File: config.mk
export PLATFORM = sky130hd
export DESIGN_NAME = adc_thresh_watch
export DESIGN_NICKNAME = d
export VERILOG_FILES = /design/src/rtl/adc_cmp_pkg.sv /design/src/rtl/adc_abs_sat.sv /design/src/rtl/adc_rpt_qual.sv /design/src/rtl/adc_acc_sat.sv /design/src/rtl/adc_thresh_watch.sv
export SDC_FILE = /design/constraint.sdc
export NUM_CORES = 1
export LEC_CHECK = 0
export CORE_ASPECT_RATIO = 0.6
export CORE_MARGIN = 2
export CORE_UTILIZATION = 65
export CTS_BUF_LIST = sky130_fd_sc_hd__clkbuf_16
export DETAILED_ROUTE_END_ITERATION = 7
export DONT_BUFFER_PORTS = 1
export HOLD_SLACK_MARGIN = 0.05
export PLACE_DENSITY = 0.81
export REMOVE_ABC_BUFFERS = 1
export SLEW_MARGIN = 20
export SYNTH_ARGS = -nofsm -noshare
export SYNTH_HDL_FRONTEND = slang
export SYNTH_SLANG_ARGS = --single-unit
File: constraint.sdc
create_clock -name clk -period 1.61 [get_ports clk]
set_clock_uncertainty 0.2 [all_clocks]
set_input_delay 0.322 -clock clk [delete_from_list [all_inputs] [get_ports clk]]
set_output_delay 0.322 -clock clk [all_outputs]
set_load 0.01 [all_outputs]
File: src/rtl/adc_cmp_pkg.sv
package adc_cmp_pkg;
  localparam int unsigned DEF_RES_W = 16;
  localparam int unsigned DEF_ACC_W = 20;
  localparam int unsigned DEF_CNT_W = 4;

  typedef enum logic [1:0] {
    ACC_HOLD = 2'd0,
    ACC_ZERO = 2'd1,
    ACC_ADD  = 2'd2
  } acc_op_e;
endpackage

File: src/rtl/adc_abs_sat.sv
module adc_abs_sat #(
  parameter int unsigned RES_W = adc_cmp_pkg::DEF_RES_W
) (
  input  logic [RES_W-1:0] res,
  output logic [RES_W-1:0] mag
);
  localparam logic [RES_W-1:0] MOST_NEG = {1'b1, {(RES_W-1){1'b0}}};
  localparam logic [RES_W-1:0] MAX_POS  = {1'b0, {(RES_W-1){1'b1}}};
  localparam logic [RES_W-1:0] ONE      = {{(RES_W-1){1'b0}}, 1'b1};

  // the most negative code folds onto the largest positive code
  always_comb begin
    if (!res[RES_W-1]) begin
      mag = res;
    end else if (res == MOST_NEG) begin
      mag = MAX_POS;
    end else begin
      mag = ~res + ONE;
    end
  end
endmodule

File: src/rtl/adc_rpt_qual.sv
module adc_rpt_qual #(
  parameter int unsigned RES_W = adc_cmp_pkg::DEF_RES_W,
  parameter int unsigned CNT_W = adc_cmp_pkg::DEF_CNT_W
) (
  input  logic             clk,
  input  logic             rst_n,
  input  logic             clr,
  input  logic             vld,
  input  logic [RES_W-1:0] mag,
  input  logic [RES_W-1:0] lim,
  input  logic             rpt_en,
  input  logic [CNT_W-1:0] rpt_target,
  output logic             flag
);
  localparam logic [CNT_W-1:0] CNT_ONE = {{(CNT_W-1){1'b0}}, 1'b1};

  logic [CNT_W-1:0] cnt_q, cnt_d;
  logic             flag_q, flag_d;
  logic             over;
  logic             upd_en;

  assign over   = (mag > lim);
  assign upd_en = clr | vld;

  always_comb begin
    cnt_d  = cnt_q;
    flag_d = flag_q;
    if (clr) begin
      cnt_d  = '0;
      flag_d = 1'b0;
    end else if (vld) begin
      if (over) begin
        if (cnt_q < rpt_target) begin
          cnt_d = cnt_q + CNT_ONE;
        end
      end else begin
        cnt_d = '0;
      end
      flag_d = over && (!rpt_en || (cnt_d >= rpt_target));
    end
  end

  always_ff @(posedge clk or negedge rst_n) begin
    if (!rst_n) begin
      cnt_q  <= '0;
      flag_q <= 1'b0;
    end else if (upd_en) begin
      cnt_q  <= cnt_d;
      flag_q <= flag_d;
    end
  end

  assign flag = flag_q;
endmodule

File: src/rtl/adc_acc_sat.sv
module adc_acc_sat #(
  parameter int unsigned RES_W = adc_cmp_pkg::DEF_RES_W,
  parameter int unsigned ACC_W = adc_cmp_pkg::DEF_ACC_W
) (
  input  logic                 clk,
  input  logic                 rst_n,
  input  adc_cmp_pkg::acc_op_e op,
  input  logic [RES_W-1:0]     res,
  input  logic [ACC_W-1:0]     lim,
  output logic [ACC_W-1:0]     acc,
  output logic                 flag
);
  localparam int unsigned     EXT_W   = ACC_W + 1 - RES_W;
  localparam logic [ACC_W-1:0] ACC_MAX = {1'b0, {(ACC_W-1){1'b1}}};
  localparam logic [ACC_W-1:0] ACC_MIN = {1'b1, {(ACC_W-1){1'b0}}};

  logic [ACC_W-1:0] acc_q, acc_d;
  logic [ACC_W:0]   sum;
  logic [ACC_W-1:0] sum_clip;
  logic             flag_q, flag_d;
  logic             acc_upd;

  assign sum = {acc_q[ACC_W-1], acc_q} + {{EXT_W{res[RES_W-1]}}, res};

  always_comb begin
    if (sum[ACC_W] != sum[ACC_W-1]) begin
      sum_clip = sum[ACC_W] ? ACC_MIN : ACC_MAX;
    end else begin
      sum_clip = sum[ACC_W-1:0];
    end
  end

  always_comb begin
    case (op)
      adc_cmp_pkg::ACC_ZERO: acc_d = '0;
      adc_cmp_pkg::ACC_ADD:  acc_d = sum_clip;
      default:               acc_d = acc_q;
    endcase
    flag_d = ($signed(acc_d) > $signed(lim));
  end

  assign acc_upd = (op != adc_cmp_pkg::ACC_HOLD);

  always_ff @(posedge clk or negedge rst_n) begin
    if (!rst_n) begin
      acc_q <= '0;
    end else if (acc_upd) begin
      acc_q <= acc_d;
    end
  end

  always_ff @(posedge clk or negedge rst_n) begin
    if (!rst_n) begin
      flag_q <= 1'b0;
    end else begin
      flag_q <= flag_d;
    end
  end

  assign acc  = acc_q;
  assign flag = flag_q;
endmodule

File: src/rtl/adc_thresh_watch.sv
module adc_thresh_watch #(
  parameter int unsigned RES_W = adc_cmp_pkg::DEF_RES_W,
  parameter int unsigned ACC_W = adc_cmp_pkg::DEF_ACC_W,
  parameter int unsigned CNT_W = adc_cmp_pkg::DEF_CNT_W
) (
  input  logic             clk,
  input  logic             rst_n,
  input  logic             res_vld,
  input  logic [RES_W-1:0] res_data,
  input  logic             thr_en,
  input  logic [RES_W-1:0] thr_lim,
  input  logic             rpt_en,
  input  logic [CNT_W-1:0] rpt_target,
  input  logic             acc_en,
  input  logic             acc_clr,
  input  logic [ACC_W-1:0] acc_lim,
  output logic             thr_flag,
  output logic             acc_flag,
  output logic [ACC_W-1:0] acc_value
);
  logic [1:0]           rst_sync_q;
  logic                 rst_int_n;
  logic [RES_W-1:0]     mag;
  adc_cmp_pkg::acc_op_e acc_op;

  always_ff @(posedge clk or negedge rst_n) begin
    if (!rst_n) begin
      rst_sync_q <= '0;
    end else begin
      rst_sync_q <= {rst_sync_q[0], 1'b1};
    end
  end
  assign rst_int_n = rst_sync_q[1];

  // clear and disable win over a valid result
  always_comb begin
    if (acc_clr || !acc_en) begin
      acc_op = adc_cmp_pkg::ACC_ZERO;
    end else if (res_vld) begin
      acc_op = adc_cmp_pkg::ACC_ADD;
    end else begin
      acc_op = adc_cmp_pkg::ACC_HOLD;
    end
  end

  adc_abs_sat #(.RES_W(RES_W)) abs_i (
    .res (res_data),
    .mag (mag)
  );

  adc_rpt_qual #(.RES_W(RES_W), .CNT_W(CNT_W)) qual_i (
    .clk        (clk),
    .rst_n      (rst_int_n),
    .clr        (!thr_en),
    .vld        (res_vld),
    .mag        (mag),
    .lim        (thr_lim),
    .rpt_en     (rpt_en),
    .rpt_target (rpt_target),
    .flag       (thr_flag)
  );

  adc_acc_sat #(.RES_W(RES_W), .ACC_W(ACC_W)) acc_i (
    .clk   (clk),
    .rst_n (rst_int_n),
    .op    (acc_op),
    .res   (res_data),
    .lim   (acc_lim),
    .acc   (acc_value),
    .flag  (acc_flag)
  );
endmodule

==> flow_summary.toml, run 1 <==
[synthesis]
synth_most_common_cell = "ha_1"
netlist_area_um2 = 3780
synth_top_area_share_pct = 21.5
synth-seq-cells = 28
synth_area_leaders = "ha_1, dfrtp_1, a221o_1"
async_flop_share_pct = 100
synth.distinct_cells = 51
synth_edf_count = 0
ys_seq_area_share_pct = 18.5
syn_area_per_cell_um2 = 8.23
yosysWarnings = 0
synth_common_cells = "ha_1, inv_1, nand2_1"
syn_inst = 460
synthFlopType = "dfrtp_1"
yosys.area.top_type = "ha_1"

[die]
initial_core_util_pct = 67.6
dieHeight_um = 63.1
rows = 21
io_pins = 85
die_w_um = 103

[clocking]
numCtsBuffers = 3
clk_path_buf_depth = 2
clock-sinks = 28
root_buffer = "clkbuf_16"
cts_max_level = 1

[outcome]
status = "did not finish"
lastStage = "global routing (5_1_grt)"
firstError = "[ERROR DPL-0038] Utilization greater than 100%, impossible to legalize"

[placed_design]
dp_cells = 648
hpwl_um = 10400
port_buffers = 0
place_congestion = 0.947
pre_cts_slack_ns = -3.21

[global_routing]
grt_max_degree = 27
## through the flow
step                      hold WS [ns]  instance area [µm²]
after detailed placement        -0.174                 4750
after CTS                       0.0537                 5160
after global placement          -0.174                 4750
after floorplan                 -0.174                 3720
## cells by family after synthesis
kind of cell | count (synthesis) | share of synthesized area (%)
AOI/OAI and AO/OA | 156 | 30.1
and+or+nand+nor | 119 | 15.9
adders and majority gates | 67 | 22.3
buffers and inverters | 62 | 6.58
DFF | 28 | 18.5
xor gates and xnor gates | 26 | 6.21
other | 1 | 0.0991
muxes | 1 | 0.264
## what timing repair did
action | CTS
gates cloned | 0
buffers inserted | 15
endpoints found under the setup margin | 26
endpoints found under the hold margin | 8
pin swaps | 31
resized for setup | 49
hold buffers | 3
==> run 2, diff against run 1 <==
- CORE_ASPECT_RATIO: 0.6 -> not set
- CORE_UTILIZATION: 65 -> 40
- CTS_BUF_LIST: sky130_fd_sc_hd__clkbuf_16 -> not set
- HOLD_SLACK_MARGIN: 0.05 -> not set
- PLACE_DENSITY: 0.81 -> not set
- PLACE_DENSITY_LB_ADDON: not set -> 0.15
==> run 2 against run 1 <==
  * The flow now finishes, with violations (negative setup slack)
  * Synthesized cell count unchanged
  * Area after synthesis did not move
==> flow_summary.toml, run 2 <==
[global_routing]
grt_overflow_total = 0
antenna_found_initial = 0
grt_pass1_vias = 4005
grt_usage_pct = 23.2
grt_max_degree = 27
grt_pass1_wl_um = 18900

[synthesis]
syn_inst = 460
synth_common_cells = "ha_1, inv_1, nand2_1"
netlist_area_um2 = 3780
synthFlopType = "dfrtp_1"
synth.distinct_cells = 51
synth_most_common_cell = "ha_1"
async_flop_share_pct = 100
synth_edf_count = 0
synth_top_area_share_pct = 21.5
synth_area_leaders = "ha_1, dfrtp_1, a221o_1"
synth-seq-cells = 28
syn_area_per_cell_um2 = 8.23
yosysWarnings = 0
ys_seq_area_share_pct = 18.5
yosys.area.top_type = "ha_1"

[worst_setup_path]
crit_path_max_incr_delay_ns = 0.37
r2r_setup_slack_ns = -2.64
cp_top_family = "compound AO/OA/AOI/OAI gates"
r2r-end = "acc_i.flag"
critPathLaunchType = "register"
endpoint_kind = "register"
crit_path_cell_trace = "ha_2 > inv_2 > fa_2 > nand2b_4 > a21oi_4 > o21ai_2 > o211ai_1 > o211ai_1 > o31a_1 > a21oi_4 > buf_6 > buf_12 > a221o_1 > ha_1 > nand4_1 > nor2_1 > a21oi_1 > a31oi_4 > nor3_2 > a31oi_1 > o21a_1"
path_class = "reg -> reg"
rr_startpoint = "acc_i.acc[0]"
critical_path_required_ns = 1.60
crit_arrival_ns = 4.24
slowest_stage = "dfrtp_1"
crit_fanout = 10
r2r_cells = 21
path_buf_inv = 3

[clocking]
clk_pin_slew_worst_paths_ns = 0.11
clk_path_buf_depth = 2
clock-sinks = 28
numCtsBuffers = 3
root_buffer = "clkbuf_8"
tritoncts = "yes"
clk_latency_ns = 0.29
cts_max_level = 1

[cells_and_area]
instances_no_fill = 719
largest_register_ff_count = 20
stdcell_area_um2 = 5510
area_growth_pct = 45.6
drive_gt1_share_pct = 34.4
layout_commonest_cell = "buf_4"
utilization_pct = 59.9
final_cell_mix = "buf_4, ha_1, inv_1"
num_antenna_cells = 0
fin_nets = 738

[outcome]
violations = "negative setup slack"
status = "finished with violations"

[worst_hold_path]
hold_depth = 3
min_from = "res_vld"
hold_class = "in -> reg"
min_to = "qual_i.cnt_q[0]"

[die]
dieHeight_um = 101
coreArea_um2 = 9200
die_w_um = 101
die_area_um2 = 10300
rows = 35
io_pins = 85
initial_core_util_pct = 41.2

[drt]
finalWirelength_um = 12000
drc = 0
ant_nets = 0
drt_pass1_iterations = 4
avgViaCountPerCell = 5.49
num_vias = 3948
route.detailed.wl_per_inst_um = 16.7
drt-initial-drc-count = 133

[placed_design]
place_area_um2 = 4860
place_congestion = 0.812
port_buffers = 0
dp_cells = 691
hpwl_um = 9390

[sta]
period_needed_ns = 4.25
setup-violations-final = 26
rsz0062_at_grt = "true"
setup_slack_ns = -2.64
hold_violations = 0
fmax_mhz = 236
tns_ns = -42.06
drv_slew = 0
post-route-period-util_pct = 264

[pwr]
leakage_uw = 0.00280
pwr_density_cell_nw_per_um2 = 542
vdd_ir_drop_max_mv = 0.349

[flow_run]
maxCapViolCount = 0
==> run 2: cell counts after synthesis <==
No cell type changed its count.
==> run 2: per-stage QoR <==
step / worst slack [ns] / power, µW / hold slack, ns
after floorplan: -3.23 / 1590 / -0.174
after global placement: -2.93 / 2190 / -0.174
after detailed placement: -2.96 / 2210 / -0.174
after CTS: -2.70 / 2930 / 0.00530
after global routing: -2.85 / 3200 / 0.0114
final: -2.64 / 2980 / 0.0119
==> run 2: layout make-up <==
type,count,area (µm²)
Clock buffer,3,41.3
Clock inverter,1,30.0
Fill cell,869,3690
Inverter,48,180
Multi-Input combinational cell,370,3110
Sequential cell,28,701
Tap cell,111,139
Timing Repair Buffer,158,1310
==> run 2: repair_timing <==
| action | in CTS | in global routing |
|---|---|---|
| gates cloned | 0 | 1 |
| pin swaps | 35 | 44 |
| hold buffers | 3 | 0 |
| resized for setup | 55 | 30 |
| hold endpoints to repair | 8 | 0 |
| setup buffers | 13 | 10 |
| endpoints found under the setup margin | 26 | 26 |
==> run 2: how the worst max path moves through the flow <==
stage,startpoint,end,cells past startpoint
detailed placement,res_data[3],qual_i.flag,22
floorplan,acc_i.acc[0],acc_i.flag,20
global placement,res_data[3],qual_i.flag,21
global route,acc_i.acc[0],acc_i.flag,20
finish,acc_i.acc[0],acc_i.flag,21
CTS,acc_i.acc[0],acc_i.flag,20
==> run 2: logic make-up after synthesis <==
group	count (synthesis)	share of synthesized area [%]
flops	28	18.5
xor+xnor	26	6.21
other cells	1	0.0991
compound gates	156	30.1
mux	1	0.264
buf+inv	62	6.58
simple gates	119	15.9
fa+ha+maj	67	22.3
==> run 2: worst min-delay path, cell delays in order <==
cell and delay (ns):
o21ai_2 0.04, nand2_1 0.06, a21boi_1 0.06
==> run 2: routing by layer <==
layer | track usage [%] | vias up | share of wire [%]
li1 | - | 2014 | -
met1 | 28.8 | 1833 | 44
met2 | 42.4 | 88 | 51
met3 | 3.31 | 13 | 4.3
met4 | 5.20 | 0 | 1.5
met5 | 0 | - | 0
==> run 2: where the power goes <==
part | total (µW) | switching, µW | leakage, µW | internal [µW]
Clock | 592 | 258 | 0.0000357 | 334
Combinational | 1610 | 754 | 0.00239 | 854
Sequential | 784 | 34.5 | 0.000376 | 750
Total | 2980 | 1050 | 0.00280 | 1940
(Power assumes the default switching activity.)
